### config.mk
export PLATFORM = sky130hd
export DESIGN_NAME = commit_squash_ctrl
export DESIGN_NICKNAME = d
export VERILOG_FILES = /design/src/rtl/csq_pkg.sv /design/src/rtl/csq_trap_timer.sv /design/src/rtl/csq_thread_ctl.sv /design/src/rtl/csq_ins_gate.sv /design/src/rtl/commit_squash_ctrl.sv
export SDC_FILE = /design/constraint.sdc
export NUM_CORES = 1
export LEC_CHECK = 0
export BUFFER_PORTS_ARGS = -buffer_cell sky130_fd_sc_hd__buf_4
export CORE_AREA = 2 2 243 245
export DETAILED_ROUTE_END_ITERATION = 8
export DIE_AREA = 0 0 245 247
export MAX_ROUTING_LAYER = met4
export SLEW_MARGIN = 25
export SYNTH_ARGS = -nofsm -noshare
export SYNTH_HDL_FRONTEND = slang
export SYNTH_SLANG_ARGS = --single-unit
export TNS_END_PERCENT = 1
### constraint.sdc
create_clock -name clk -period 5.57 [get_ports clk]
set_clock_uncertainty 0.1 [all_clocks]
set_input_delay 1.3925 -clock clk [delete_from_list [all_inputs] [get_ports clk]]
set_output_delay 1.3925 -clock clk [all_outputs]
set_load 0.03 [all_outputs]
### src/rtl/csq_pkg.sv
package csq_pkg;
  typedef enum logic [1:0] {
    TS_RUN      = 2'd0,
    TS_ROBSQ    = 2'd1,
    TS_TRAPPEND = 2'd2
  } thr_state_e;
endpackage

### src/rtl/csq_trap_timer.sv
module csq_trap_timer #(
  parameter int LAT = 4
) (
  input  logic clk,
  input  logic rst,
  input  logic start,
  output logic fire
);
  localparam int CW = $clog2(LAT + 1);

  logic [CW-1:0] cnt_q;

  always_ff @(posedge clk) begin
    if (rst) begin
      cnt_q <= '0;
    end else if (start && cnt_q == '0) begin
      cnt_q <= CW'(LAT);
    end else if (cnt_q != '0) begin
      cnt_q <= cnt_q - CW'(1);
    end
  end

  assign fire = (cnt_q == CW'(1));

  AST_TRAP_FIRE_ONCE: assert property (@(posedge clk) disable iff (rst)
    fire |=> !fire);
endmodule

### src/rtl/csq_thread_ctl.sv
module csq_thread_ctl
  import csq_pkg::*;
#(
  parameter int SEQ_W    = 16,
  parameter int PC_W     = 32,
  parameter int UPC_W    = 8,
  parameter int TRAP_LAT = 4
) (
  input  logic             clk,
  input  logic             rst,
  input  logic             trap_gen,
  input  logic             tc_req,
  input  logic             ex_vld,
  input  logic [SEQ_W-1:0] ex_seq,
  input  logic             ex_incl,
  input  logic             ex_mis,
  input  logic             ex_tkn,
  input  logic [PC_W-1:0]  ex_pc,
  input  logic [PC_W-1:0]  ex_npc,
  input  logic [UPC_W-1:0] ex_upc,
  input  logic [PC_W-1:0]  cmt_pc,
  input  logic [PC_W-1:0]  cmt_npc,
  input  logic [UPC_W-1:0] cmt_upc,
  input  logic             rob_empty,
  input  logic [SEQ_W-1:0] head_seq,
  input  logic             rob_done,
  input  logic             ins_hit,
  input  logic [SEQ_W-1:0] ins_seq,
  output logic             ins_ok,
  output logic [1:0]       state_o,
  output logic             sq_vld_o,
  output logic [SEQ_W-1:0] sq_bound_o,
  output logic             bc_squash_o,
  output logic             bc_robsq_o,
  output logic             bc_mis_o,
  output logic             bc_tkn_o,
  output logic [SEQ_W-1:0] bc_done_o,
  output logic [PC_W-1:0]  bc_pc_o,
  output logic [PC_W-1:0]  bc_npc_o,
  output logic [UPC_W-1:0] bc_upc_o,
  output logic             conflict_o
);
  thr_state_e       state_q;
  logic [SEQ_W-1:0] young_q;
  logic             tc_pend_q;

  logic             trap_fire;
  logic             tc_eff;
  logic             sq_all;
  logic             ex_acc;
  logic             trap_acc;
  logic [SEQ_W-1:0] ex_bound;
  logic [SEQ_W-1:0] all_bound;

  csq_trap_timer #(.LAT(TRAP_LAT)) u_timer (
    .clk   (clk),
    .rst   (rst),
    .start (trap_acc),
    .fire  (trap_fire)
  );

  // Request arbitration: squash-all first, then execute squash, then trap.
  always_comb begin
    tc_eff    = tc_pend_q | tc_req;
    sq_all    = trap_fire | tc_eff;
    ex_acc    = ex_vld && (state_q != TS_TRAPPEND) && (ex_seq <= young_q) && !sq_all;
    trap_acc  = trap_gen && (state_q == TS_RUN) && !sq_all && !ex_acc;
    ex_bound  = ex_incl ? (ex_seq - SEQ_W'(1)) : ex_seq;
    all_bound = rob_empty ? '0 : (head_seq - SEQ_W'(1));
    ins_ok    = (state_q == TS_RUN) && !sq_all && !ex_acc && !trap_gen;
  end

  always_ff @(posedge clk) begin
    if (rst) begin
      state_q   <= TS_RUN;
      young_q   <= '0;
      tc_pend_q <= 1'b0;
    end else begin
      tc_pend_q <= tc_eff & trap_fire;
      if (sq_all)          young_q <= '0;
      else if (ex_acc)     young_q <= ex_bound;
      else if (ins_hit)    young_q <= ins_seq;
      if (sq_all || ex_acc)                          state_q <= TS_ROBSQ;
      else if (trap_acc)                             state_q <= TS_TRAPPEND;
      else if (state_q == TS_ROBSQ && rob_done)      state_q <= TS_RUN;
    end
  end

  always_ff @(posedge clk) begin
    if (rst) begin
      sq_vld_o    <= 1'b0;
      sq_bound_o  <= '0;
      bc_squash_o <= 1'b0;
      bc_robsq_o  <= 1'b0;
      bc_mis_o    <= 1'b0;
      bc_tkn_o    <= 1'b0;
      bc_done_o   <= '0;
      bc_pc_o     <= '0;
      bc_npc_o    <= '0;
      bc_upc_o    <= '0;
      conflict_o  <= 1'b0;
    end else begin
      sq_vld_o    <= sq_all | ex_acc;
      bc_squash_o <= sq_all | ex_acc;
      bc_robsq_o  <= sq_all | ex_acc | ((state_q == TS_ROBSQ) && !rob_done);
      bc_mis_o    <= ex_acc & ex_mis;
      bc_tkn_o    <= ex_acc & ex_tkn;
      conflict_o  <= trap_fire & tc_eff;
      if (sq_all) begin
        sq_bound_o <= all_bound;
        bc_done_o  <= all_bound;
        bc_pc_o    <= cmt_pc;
        bc_npc_o   <= cmt_npc;
        bc_upc_o   <= cmt_upc;
      end else if (ex_acc) begin
        sq_bound_o <= ex_bound;
        bc_done_o  <= ex_bound;
        bc_pc_o    <= ex_pc;
        bc_npc_o   <= ex_npc;
        bc_upc_o   <= ex_upc;
      end else begin
        sq_bound_o <= '0;
        bc_done_o  <= '0;
        bc_pc_o    <= '0;
        bc_npc_o   <= '0;
        bc_upc_o   <= '0;
      end
    end
  end

  assign state_o = state_q;

  AST_EX_TRAP_BLOCK: assert property (@(posedge clk) disable iff (rst)
    (state_q == TS_TRAPPEND && ex_vld && !sq_all) |=> !bc_squash_o);
  AST_EX_TOO_YOUNG: assert property (@(posedge clk) disable iff (rst)
    (ex_vld && ex_seq > young_q && !sq_all) |=> !bc_squash_o);
  AST_SQ_ENTERS_ROBSQ: assert property (@(posedge clk) disable iff (rst)
    bc_squash_o |-> (state_q == TS_ROBSQ));
  AST_SQ_SETS_FLAG: assert property (@(posedge clk) disable iff (rst)
    bc_squash_o |-> bc_robsq_o);
  AST_ALL_CLEARS_YOUNG: assert property (@(posedge clk) disable iff (rst)
    sq_all |=> (young_q == '0));
  AST_ALL_NO_MISPRED: assert property (@(posedge clk) disable iff (rst)
    sq_all |=> (bc_squash_o && !bc_mis_o));
  AST_DONE_TO_RUN: assert property (@(posedge clk) disable iff (rst)
    (state_q == TS_ROBSQ && rob_done && !sq_all && !ex_acc) |=> (state_q == TS_RUN && !bc_robsq_o));
  AST_CONFLICT_KEEPS_TC: assert property (@(posedge clk) disable iff (rst)
    (trap_fire && tc_eff) |=> (tc_pend_q && conflict_o));
endmodule

### src/rtl/csq_ins_gate.sv
module csq_ins_gate #(
  parameter int NUM_THR = 2,
  parameter int SEQ_W   = 16,
  parameter int TID_W   = 1
) (
  input  logic               clk,
  input  logic               rst,
  input  logic               ren_vld,
  input  logic [TID_W-1:0]   ren_tid,
  input  logic [SEQ_W-1:0]   ren_seq,
  input  logic               ren_squashed,
  input  logic [NUM_THR-1:0] ins_ok,
  output logic [NUM_THR-1:0] ins_hit,
  output logic               rob_ins_vld,
  output logic [TID_W-1:0]   rob_ins_tid,
  output logic [SEQ_W-1:0]   rob_ins_seq
);
  for (genvar t = 0; t < NUM_THR; t++) begin : g_hit
    assign ins_hit[t] = ren_vld && !ren_squashed && (ren_tid == TID_W'(t)) && ins_ok[t];
  end

  always_ff @(posedge clk) begin
    if (rst) begin
      rob_ins_vld <= 1'b0;
      rob_ins_tid <= '0;
      rob_ins_seq <= '0;
    end else begin
      rob_ins_vld <= |ins_hit;
      rob_ins_tid <= ren_tid;
      rob_ins_seq <= ren_seq;
    end
  end
endmodule

### src/rtl/commit_squash_ctrl.sv
module commit_squash_ctrl #(
  parameter int NUM_THR  = 2,
  parameter int SEQ_W    = 16,
  parameter int PC_W     = 32,
  parameter int UPC_W    = 8,
  parameter int TRAP_LAT = 4,
  localparam int TID_W   = (NUM_THR > 1) ? $clog2(NUM_THR) : 1
) (
  input  logic                     clk,
  input  logic                     rst,
  input  logic [NUM_THR-1:0]       trap_gen,
  input  logic [NUM_THR-1:0]       tc_sq_req,
  input  logic [NUM_THR-1:0]       ex_sq_vld,
  input  logic [NUM_THR*SEQ_W-1:0] ex_sq_seq,
  input  logic [NUM_THR-1:0]       ex_sq_incl,
  input  logic [NUM_THR-1:0]       ex_sq_mispred,
  input  logic [NUM_THR-1:0]       ex_sq_taken,
  input  logic [NUM_THR*PC_W-1:0]  ex_sq_pc,
  input  logic [NUM_THR*PC_W-1:0]  ex_sq_npc,
  input  logic [NUM_THR*UPC_W-1:0] ex_sq_upc,
  input  logic [NUM_THR*PC_W-1:0]  cmt_pc,
  input  logic [NUM_THR*PC_W-1:0]  cmt_npc,
  input  logic [NUM_THR*UPC_W-1:0] cmt_upc,
  input  logic [NUM_THR-1:0]       rob_empty,
  input  logic [NUM_THR*SEQ_W-1:0] rob_head_seq,
  input  logic [NUM_THR-1:0]       rob_sq_done,
  input  logic                     ren_vld,
  input  logic [TID_W-1:0]         ren_tid,
  input  logic [SEQ_W-1:0]         ren_seq,
  input  logic                     ren_squashed,
  output logic                     rob_ins_vld,
  output logic [TID_W-1:0]         rob_ins_tid,
  output logic [SEQ_W-1:0]         rob_ins_seq,
  output logic [NUM_THR-1:0]       rob_sq_vld,
  output logic [NUM_THR*SEQ_W-1:0] rob_sq_bound,
  output logic [NUM_THR*2-1:0]     thr_state,
  output logic [NUM_THR-1:0]       bc_squash,
  output logic [NUM_THR-1:0]       bc_robsq,
  output logic [NUM_THR-1:0]       bc_mispred,
  output logic [NUM_THR-1:0]       bc_taken,
  output logic [NUM_THR*SEQ_W-1:0] bc_done_seq,
  output logic [NUM_THR*PC_W-1:0]  bc_pc,
  output logic [NUM_THR*PC_W-1:0]  bc_npc,
  output logic [NUM_THR*UPC_W-1:0] bc_upc,
  output logic [NUM_THR-1:0]       sq_conflict
);
  logic [NUM_THR-1:0] ins_ok;
  logic [NUM_THR-1:0] ins_hit;

  csq_ins_gate #(.NUM_THR(NUM_THR), .SEQ_W(SEQ_W), .TID_W(TID_W)) u_gate (
    .clk          (clk),
    .rst          (rst),
    .ren_vld      (ren_vld),
    .ren_tid      (ren_tid),
    .ren_seq      (ren_seq),
    .ren_squashed (ren_squashed),
    .ins_ok       (ins_ok),
    .ins_hit      (ins_hit),
    .rob_ins_vld  (rob_ins_vld),
    .rob_ins_tid  (rob_ins_tid),
    .rob_ins_seq  (rob_ins_seq)
  );

  for (genvar t = 0; t < NUM_THR; t++) begin : g_thr
    csq_thread_ctl #(
      .SEQ_W(SEQ_W), .PC_W(PC_W), .UPC_W(UPC_W), .TRAP_LAT(TRAP_LAT)
    ) u_thr (
      .clk         (clk),
      .rst         (rst),
      .trap_gen    (trap_gen[t]),
      .tc_req      (tc_sq_req[t]),
      .ex_vld      (ex_sq_vld[t]),
      .ex_seq      (ex_sq_seq[t*SEQ_W +: SEQ_W]),
      .ex_incl     (ex_sq_incl[t]),
      .ex_mis      (ex_sq_mispred[t]),
      .ex_tkn      (ex_sq_taken[t]),
      .ex_pc       (ex_sq_pc[t*PC_W +: PC_W]),
      .ex_npc      (ex_sq_npc[t*PC_W +: PC_W]),
      .ex_upc      (ex_sq_upc[t*UPC_W +: UPC_W]),
      .cmt_pc      (cmt_pc[t*PC_W +: PC_W]),
      .cmt_npc     (cmt_npc[t*PC_W +: PC_W]),
      .cmt_upc     (cmt_upc[t*UPC_W +: UPC_W]),
      .rob_empty   (rob_empty[t]),
      .head_seq    (rob_head_seq[t*SEQ_W +: SEQ_W]),
      .rob_done    (rob_sq_done[t]),
      .ins_hit     (ins_hit[t]),
      .ins_seq     (ren_seq),
      .ins_ok      (ins_ok[t]),
      .state_o     (thr_state[t*2 +: 2]),
      .sq_vld_o    (rob_sq_vld[t]),
      .sq_bound_o  (rob_sq_bound[t*SEQ_W +: SEQ_W]),
      .bc_squash_o (bc_squash[t]),
      .bc_robsq_o  (bc_robsq[t]),
      .bc_mis_o    (bc_mispred[t]),
      .bc_tkn_o    (bc_taken[t]),
      .bc_done_o   (bc_done_seq[t*SEQ_W +: SEQ_W]),
      .bc_pc_o     (bc_pc[t*PC_W +: PC_W]),
      .bc_npc_o    (bc_npc[t*PC_W +: PC_W]),
      .bc_upc_o    (bc_upc[t*UPC_W +: UPC_W]),
      .conflict_o  (sq_conflict[t])
    );
  end

  AST_NO_INS_ON_SQ: assert property (@(posedge clk) disable iff (rst)
    rob_ins_vld |-> !rob_sq_vld[rob_ins_tid]);
endmodule

==> results of run 1 <==
-- layer usage --
metal	up-vias	share of wire [%]	track usage, %
met5	-	0	-
met4	0	2.3	4.54
met3	63	8.0	3.44
met2	598	49	26.9
met1	5880	41	19.1
li1	5880	-	-
-- tightest hold or removal path: stages, from the launching register on --
cell and delay [ns]:
dfxtp_1 0.31, o21ai_0 0.07, a211oi_1 0.07
-- logic make-up (layout without fill, tap and decap cells) --
group / Yosys count / in the layout / share of synthesized area (%)
compound gates: 296 / 296 / 15.8
xor+xnor: 57 / 57 / 4.40
fa+ha+maj: 42 / 42 / 4.63
buf+inv: 192 / 744 / 8.08
flops: 246 / 246 / 43.4
mux: 1 / 1 / 0.0882
simple gates: 553 / 553 / 23.6
-- Yosys cell counts, drive strengths merged, types with 28 or more instances --
| library cell | n |
|---|---|
| nor2 | 50 |
| ha | 42 |
| nand2 | 189 |
| inv | 47 |
| buf | 79 |
| nor3 | 31 |
| xor2 | 29 |
| xnor2 | 28 |
| clkbuf | 66 |
| dfxtp | 246 |
| nand3 | 180 |
| a21oi | 185 |
-- state kept, by name (all words and copies together), names as in the netlist, 4 cells and up --
| name | cells |
|---|---|
| g_thr.u_thr.bc_npc_o | 64 |
| g_thr.u_thr.bc_pc_o | 64 |
| g_thr.u_thr.sq_bound_o | 32 |
| g_thr.u_thr.young_q | 32 |
| g_thr.u_thr.bc_upc_o | 16 |
| u_gate.rob_ins_seq | 16 |
| g_thr.u_thr.u_timer.cnt_q | 6 |
| g_thr.u_thr.state_o | 4 |
-- cell type report --
class,count,area share (%)
multi-input combinational,949,31.7
sequential,246,28.2
timing repair buffer,641,27.8
tap,773,5.53
clock buffer,41,4.94
inverter,47,1.01
clock inverter,15,0.831
-- power breakdown --
| part | switching (mW) | internal, mW |
|---|---|---|
| clock network | 0.830 | 1.18 |
| registers | 0.0922 | 1.95 |
| logic | 1.16 | 0.642 |
-- metrics by stage --
| stage | utilization, % | hold slack, ns | instances | instance area [µm²] | worst slack [ns] |
|---|---|---|---|---|---|
| CTS | 30.0 | 0.396 | 2711 | 17500 | 1.86 |
| finish | 30.0 | 0.392 | 2712 | 17500 | 1.86 |
| global placement | 28.3 | 0.378 | 2655 | 16500 | 1.40 |
| detailed placement | 28.3 | 0.387 | 2655 | 16500 | 1.26 |
| floorplan | - | 0.355 | 1387 | 11300 | 2.14 |
| global route | 30.0 | 0.418 | 2712 | 17500 | 1.71 |
-- path summary, 6_finish.rpt --
path	startpoint	to	slack, ns	cells past startpoint
worst max-delay path	ex_sq_seq[31]	g_thr[1].u_thr.u_timer.cnt_q[2]	1.86	7
worst min-delay path	g_thr[0].u_thr.young_q[1]	g_thr[0].u_thr.young_q[1]	0.39	2
worst max register to register	g_thr[1].u_thr.young_q[15]	g_thr[1].u_thr.u_timer.cnt_q[2]	2.38	7
worst min register to register	g_thr[0].u_thr.young_q[1]	g_thr[0].u_thr.young_q[1]	0.39	2
==> impl_metrics.toml, run 1 <==
[layout]
nNetsFinal = 2347
syn_to_final_growth_pct = 54.0
seq_area_mm2 = 0.00492
drive_above_1_share_pct = 36.6
final_cell_mix = "636 x buf_4, 246 x dfxtp_1, 187 x nand2_1"
layout_commonest_cell = "buf_4"
n_antenna_cell = 0
fillers = 6137
multi_input_area_mm2 = 0.00554

[cts]
clkSinkCount = 246
hold_buffers = 0
post_cts_buffers = 0
clock_latency_ns = 0.58
path_clk_slew_ns = 0.06
clock_path_buffers = 3
cts_made_buffers = 31
cts-root-buf = "clkbuf_16"
cts-resized-gates = 0
h-tree-depth = 1
cts_tree = "yes"

[critical_path]
crit_slowest_cell = "o31a_1"
crit_chain = "buf_4 -> ha_1 -> nand4_1 -> nor4_1 -> o31a_1 -> a311oi_1 -> a211oi_1"
start_kind = "primary input"
critPathTopFamily = "compound AO/OA/AOI/OAI gates"
path_max_fanout = 25
cp-end-kind = "flop"
worstPathRequired_ns = 5.96
setup.worst_path.class = "primary input to flop"
arrival_ns = 4.10
crit_buf_inv = 1
slowest_delay_ns = 0.87

[routing]
routedWlPerCell_um = 18.7
drt-vias-per-instance = 4.58
wl_um = 50800
via_count = 12400
first_iter_violations = 752
drc = 0
first_pass_iters = 5
ant_nets = 0

[grt]
grt_usage_pct = 15.9
grt_max_degree = 160
grt_overflow_total = 0
grt_first_pass_wirelength_um = 72200
grt_pass1_vias = 12000
antenna_found_initial = 2

[pwr]
cellLeakagePower_nw = 7.50
finalPower_mw = 5.86
pwr_density_cell_mw_per_mm2 = 335
ir_worst_vdd_v = 0.000214

[synthesis]
synth_seq_cells = 246
syn-num-nets = 1818
yosysWarnings = 0
synthCells = 1387
synth_top_area_cell = "dfxtp_1"
ys_types = 55
netlist_area_mm2 = 0.0113
synth_edf_count = 0
ys.flop_type = "dfxtp_1"
synth_top_cell_area_share_pct = 43.4
seq_area_frac_synth_pct = 43.4
syn_avg_cell_area_um2 = 8.18
synth.area.top_cells = "dfxtp_1 43%, a21oi_1 8.1%, nand3_1 7.9%"
async_flop_share_pct = 0

[outcome]
status = "completed"

[sta]
post-route-period-util_pct = 66.6
setup_viol = 0
min_period_ns = 3.71
fmax_ghz = 0.270
rsz0062_at_grt = "no"
maxSlewHeadroom_pct = 31.6
hold_violations = 0
fin_tns_setup_ns = 0
tightest_slew_ns = 1.02
report.final.slew_viol_count = 0

[floorplan]
die_x_um = 245
die-area_mm2 = 0.0605
rows = 89
start_util_pct = 19.5
fp.dieH_um = 247
ios = 631
coreArea_mm2 = 0.0582

[hold_path]
hold_path.class = "flop to flop"

[flow_run]
maxCapViolCount = 0

[placement]
place_hpwl_um = 39100
routabilityCongestion = 0.930
port_buffers = 630
Power figures use the tool's default switching activity.
==> run 2: changes to the inputs <==
--- a/config.mk
+++ b/config.mk
@@ -6,9 +6,9 @@
 export NUM_CORES = 1
 export LEC_CHECK = 0
 export BUFFER_PORTS_ARGS = -buffer_cell sky130_fd_sc_hd__buf_4
-export CORE_AREA = 2 2 243 245
+export CORE_AREA = 2 2 248 250
 export DETAILED_ROUTE_END_ITERATION = 8
-export DIE_AREA = 0 0 245 247
+export DIE_AREA = 0 0 250 252
 export MAX_ROUTING_LAYER = met4
 export SLEW_MARGIN = 25
 export SYNTH_ARGS = -nofsm -noshare
==> constraint.sdc (replaced) <==
create_clock -name clk -period 3.2 [get_ports clk]
set_clock_uncertainty 0.1 [all_clocks]
set_input_delay 0.8 -clock clk [delete_from_list [all_inputs] [get_ports clk]]
set_output_delay 0.8 -clock clk [all_outputs]
set_load 0.03 [all_outputs]
==> run 2 against run 1 <==
Against the previous run:
- register-to-register slack worse by 2.1 ns
- final area rose by 2.8%
- setup slack worse by 1.6 ns
- sequential power up 74%
- critical path type is now flop to flop
- highest routed layer unchanged
==> impl_metrics.toml, run 2 (synthesized netlist as in run 1, its figures left out) <==
[routing]
drc = 0
first_iter_violations = 711
via_count = 12700
drt-vias-per-instance = 4.59
wl_um = 52000
routedWlPerCell_um = 18.8
first_pass_iters = 7
ant_nets = 0

[cts]
hold_buffers = 0
cts-root-buf = "clkbuf_16"
h-tree-depth = 1
clock_latency_ns = 0.58
clkSinkCount = 246
cts_made_buffers = 30
clock_path_buffers = 3
path_clk_slew_ns = 0.06
cts_tree = "yes"

[critical_path]
crit_buf_inv = 2
crit_slowest_cell = "o31ai_4"
slowest_delay_ns = 0.70
critPathTopFamily = "compound AO/OA/AOI/OAI gates"
path_max_fanout = 12
cp-end-kind = "flop"
start_kind = "flop"
crit_chain = "inv_1 -> ha_1 -> a21oi_1 -> o2111ai_1 -> a311o_1 -> o31ai_4 -> buf_4 -> nand2_1 -> a311oi_1"
worstPathRequired_ns = 3.57
arrival_ns = 3.33
setup.worst_path.class = "flop to flop"

[placement]
routabilityCongestion = 0.935
place_hpwl_um = 41100
port_buffers = 630

[sta]
setup_viol = 0
rsz0062_at_grt = "no"
min_period_ns = 2.97
fin_tns_setup_ns = 0
tightest_slew_ns = 0.925
hold_violations = 0
post-route-period-util_pct = 92.7
maxSlewHeadroom_pct = 37.7
fmax_ghz = 0.337
report.final.slew_viol_count = 0

[pwr]
finalPower_mw = 10.4
p_int_mw = 6.79
cellLeakagePower_nw = 7.77
ir_worst_vdd_v = 0.000404
comb_power_share_pct = 31.1
pwr-share-seq_pct = 34.3
p_clk_share_pct = 34.6
net-switching-power_mw = 3.59
pwr_density_cell_mw_per_mm2 = 578
swShare_pct = 34.6

[layout]
reg_top3 = "g_thr.u_thr.bc_npc_o (64), g_thr.u_thr.bc_pc_o (64)"
syn_to_final_growth_pct = 58.3
fillers = 6398
final_cell_mix = "673 x buf_4, 246 x dfxtp_1, 187 x nand2_1"
post-route-util_pct = 29.9
drive_above_1_share_pct = 37.8
nNetsFinal = 2391
layout_commonest_cell = "buf_4"

[floorplan]
rows = 90
die-area_mm2 = 0.0630
coreArea_mm2 = 0.0601
ios = 631
die_x_um = 250
start_util_pct = 18.9
fp.dieH_um = 252

[flow_run]
maxCapViolCount = 0

[grt]
grt_usage_pct = 15.9
antenna_found_initial = 5
grt_max_degree = 92
grt_overflow_total = 0
grt_first_pass_wirelength_um = 74900
grt_pass1_vias = 12700

[hold_path]
hold_path.class = "primary input to flop"

[outcome]
status = "completed"
run 2: routing by layer:
layer / track usage (%) / wire, µm / vias up
met5: - / 0 / -
met4: 7.24 / 2490 / 0
met3: 3.78 / 4160 / 108
met2: 26.3 / 24700 / 673
met1: 18.2 / 20700 / 5944
li1: - / - / 5959
run 2: path summary, 6_finish.rpt:
kind | startpoint | to | slack [ns] | cells after the start
max | g_thr[0].u_thr.young_q[15] | g_thr[0].u_thr.young_q[10] | 0.23 | 9
min | ex_sq_taken[0] | g_thr[0].u_thr.bc_tkn_o | 0.34 | 2
max reg2reg | g_thr[0].u_thr.young_q[15] | g_thr[0].u_thr.young_q[10] | 0.23 | 9
min reg2reg | g_thr[0].u_thr.u_timer.cnt_q[2] | g_thr[0].u_thr.u_timer.cnt_q[2] | 0.40 | 1
run 2: stage by stage:
step	worst slack, ns	area [µm²]	cells	hold slack (ns)
2_1_floorplan	0.359	11300	1387	0.355
3_3_place_gp	-0.305	16900	2710	0.373
3_5_place_dp	-0.384	16900	2710	0.385
4_1_cts	0.160	18000	2765	0.294
5_1_grt	0.0506	18000	2766	0.315
6_report	0.232	18000	2766	0.343
run 2: power by group through the flow:
stage	Clock, mW	Combinational, mW	Sequential [mW]
finish	3.59	3.23	3.57
global placement	0	3.19	3.63
detailed placement	0	3.24	3.63
CTS	3.73	3.25	3.57
global route	3.82	3.45	3.60
floorplan	0	1.26	4.15
run 2: repair_timing:
action / in CTS / in global routing
resized for setup: 0 / 0
endpoints found under the setup margin: 0 / 1
setup buffers: 0 / 0
run 2: cell type report:
type | count | area (µm²) | share of cell area, %
well taps | 782 | 978 | 5.45
flip-flops and latches | 246 | 4920 | 27.4
repair buffers | 686 | 5300 | 29.5
multi-input cells | 949 | 5540 | 30.9
clock inverters | 6 | 109 | 0.606
diodes | 1 | 2.50 | 0.0139
clock buffers | 49 | 923 | 5.14
inverters | 47 | 176 | 0.982
==> run 3: changes to the inputs <==
--- a/config.mk
+++ b/config.mk
@@ -6,10 +6,11 @@
 export NUM_CORES = 1
 export LEC_CHECK = 0
 export BUFFER_PORTS_ARGS = -buffer_cell sky130_fd_sc_hd__buf_4
-export CORE_AREA = 2 2 248 250
+export CORE_AREA = 2 2 244 246
 export DETAILED_ROUTE_END_ITERATION = 8
-export DIE_AREA = 0 0 250 252
+export DIE_AREA = 0 0 246 248
 export MAX_ROUTING_LAYER = met4
+export PLACE_DENSITY = 0.51
 export SLEW_MARGIN = 25
 export SYNTH_ARGS = -nofsm -noshare
 export SYNTH_HDL_FRONTEND = slang
==> constraint.sdc (replaced) <==
create_clock -name clk -period 2.9 [get_ports clk]
set_clock_uncertainty 0.1 [all_clocks]
set_input_delay 0.725 -clock clk [delete_from_list [all_inputs] [get_ports clk]]
set_output_delay 0.725 -clock clk [all_outputs]
set_load 0.03 [all_outputs]
==> run 3 against run 2 <==
Against the previous run:
- via count decreased by 1.2%
- wire length increased by 0.84%
- combinational power increased by 12%
- global-route usage increased by 0.65 points
- maximum frequency increased by 5.0%
- critical endpoint is now g_thr[0].u_thr.bc_upc_o[7]
- largest power group is now registers
==> impl_metrics.toml, run 3 (synthesized netlist as in run 1, its figures left out) <==
[outcome]
status = "completed"

[layout]
reg_top3 = "g_thr.u_thr.bc_npc_o (64), g_thr.u_thr.bc_pc_o (64)"
stdcell_count = 2790
final_cell_mix = "699 x buf_4, 246 x dfxtp_1, 186 x nand2_1"
layout_commonest_cell = "buf_4"
seq_area_mm2 = 0.00492
multi_input_area_mm2 = 0.00555
syn_to_final_growth_pct = 60.5
fillers = 6221
post-route-util_pct = 31.1
nNetsFinal = 2424
drive_above_1_share_pct = 39.0

[cts]
path_clk_slew_ns = 0.06
hold_buffers = 0
cts_tree = "yes"
cts_made_buffers = 34
h-tree-depth = 2
clkSinkCount = 246
clock_latency_ns = 0.55
post_cts_buffers = 0
clock_path_buffers = 3
cts-root-buf = "clkbuf_16"
cts-resized-gates = 0

[routing]
ant_nets = 0
first_iter_violations = 536
via_count = 12500
drt-vias-per-instance = 4.49
drc = 0
first_pass_iters = 6
wl_um = 52500
routedWlPerCell_um = 18.8

[pwr]
cellLeakagePower_nw = 7.92
pwr_density_cell_mw_per_mm2 = 629
finalPower_mw = 11.4
ir_worst_vdd_v = 0.000380

[grt]
grt_usage_pct = 16.5
grt_pass1_vias = 12400
grt_max_degree = 90
antenna_found_initial = 7
use_met1_pct = 18.4
grt_use_met2_pct = 28.2
gr-max-usage-layer = "met2"
grt_overflow_total = 0
grt_first_pass_wirelength_um = 74000
grt_util_met3_pct = 4.14

[hold_path]
hp-start = "rob_empty[0]"
min_delay_path_depth = 2
hold_path.class = "primary input to flop"
hold_path_end = "g_thr[0].u_thr.sq_bound_o[15]"

[critical_path]
r2r_slack_ns = 0.07
crit_buf_inv = 3
start_kind = "flop"
reg2reg_from = "g_thr[0].u_thr.young_q[13]"
crit_slowest_cell = "o31ai_4"
cpMostUsedCell = "buf_12"
crit_chain = "inv_1 -> ha_1 -> nand4_1 -> o2111ai_1 -> a311o_1 -> o31ai_4 -> buf_12 -> buf_12 -> nand3_1 -> a21oi_2"
worstRegToRegCells = 10
setup.worst_path.class = "flop to flop"
arrival_ns = 3.18
slowest_delay_ns = 0.39
critPathTopFamily = "compound AO/OA/AOI/OAI gates"
cp-end-kind = "flop"
path_max_fanout = 48
reg2reg_to = "g_thr[0].u_thr.bc_upc_o[7]"
worstPathRequired_ns = 3.26

[sta]
hold_violations = 0
finalWorstSetupSlack_ns = 0.0733
rsz0062_at_grt = "yes"
min_period_ns = 2.83
setup_viol = 0
tightest_slew_ns = 0.963
whs_ns = 0.297
report.final.slew_viol_count = 0
post-route-period-util_pct = 97.5
fmax_ghz = 0.354
maxSlewHeadroom_pct = 35.6

[floorplan]
start_util_pct = 19.4
die_x_um = 246
fp.dieH_um = 248
coreArea_mm2 = 0.0585
die-area_mm2 = 0.0610
rows = 89
ios = 631

[placement]
place_inst = 2730
port_buffers = 630
routabilityCongestion = 0.869
place_hpwl_um = 41700
dpl_worst_slack_ns = -0.343

[flow_run]
maxCapViolCount = 0
-- run 3: layout make-up --
class / instances / share of cell area, %
multi-input combinational: 949 / 30.5
clock inverter: 12 / 0.474
antenna: 2 / 0.0275
sequential: 246 / 27.0
clock buffer: 46 / 5.14
timing repair buffer: 715 / 30.5
tap: 773 / 5.31
inverter: 47 / 0.969
-- run 3: per-stage QoR --
step           setup TNS, ns  instance area, µm²
2_1_floorplan              0               11300
3_3_place_gp          -25.76               17200
3_5_place_dp          -38.33               17200
4_1_cts                    0               18200
5_1_grt               -0.252               18200
6_report                   0               18200
-- run 3: worst max path at each step --
stage,start,endpoint,slack (ns),cells past startpoint
2_1_floorplan,ex_sq_seq[15],g_thr[0].u_thr.young_q[10],0.13,8
3_3_place_gp,ex_sq_seq[15],g_thr[0].u_thr.bc_npc_o[28],-0.22,10
3_5_place_dp,ex_sq_seq[15],g_thr[0].u_thr.bc_pc_o[31],-0.34,10
4_1_cts,g_thr[0].u_thr.young_q[15],g_thr[0].u_thr.bc_pc_o[31],0.1,10
5_1_grt,g_thr[0].u_thr.young_q[15],g_thr[0].u_thr.bc_pc_o[31],-0.05,10
6_report,g_thr[0].u_thr.young_q[13],g_thr[0].u_thr.bc_upc_o[7],0.07,10
-- run 3: layer usage --
metal  vias to the layer above  wire (µm)
met5                         -          0
met4                         0       1830
met1                      5828      20100
met2                       569      26000
li1                       6036          -
met3                        93       4490
-- run 3: power breakdown --
| part | leakage, nW | internal (mW) | switching (mW) |
|---|---|---|---|
| Combinational | 5.40 | 1.38 | 2.23 |
| Clock | 0.497 | 2.27 | 1.64 |
| Sequential | 2.02 | 3.76 | 0.177 |
| Total | 7.92 | 7.40 | 4.04 |
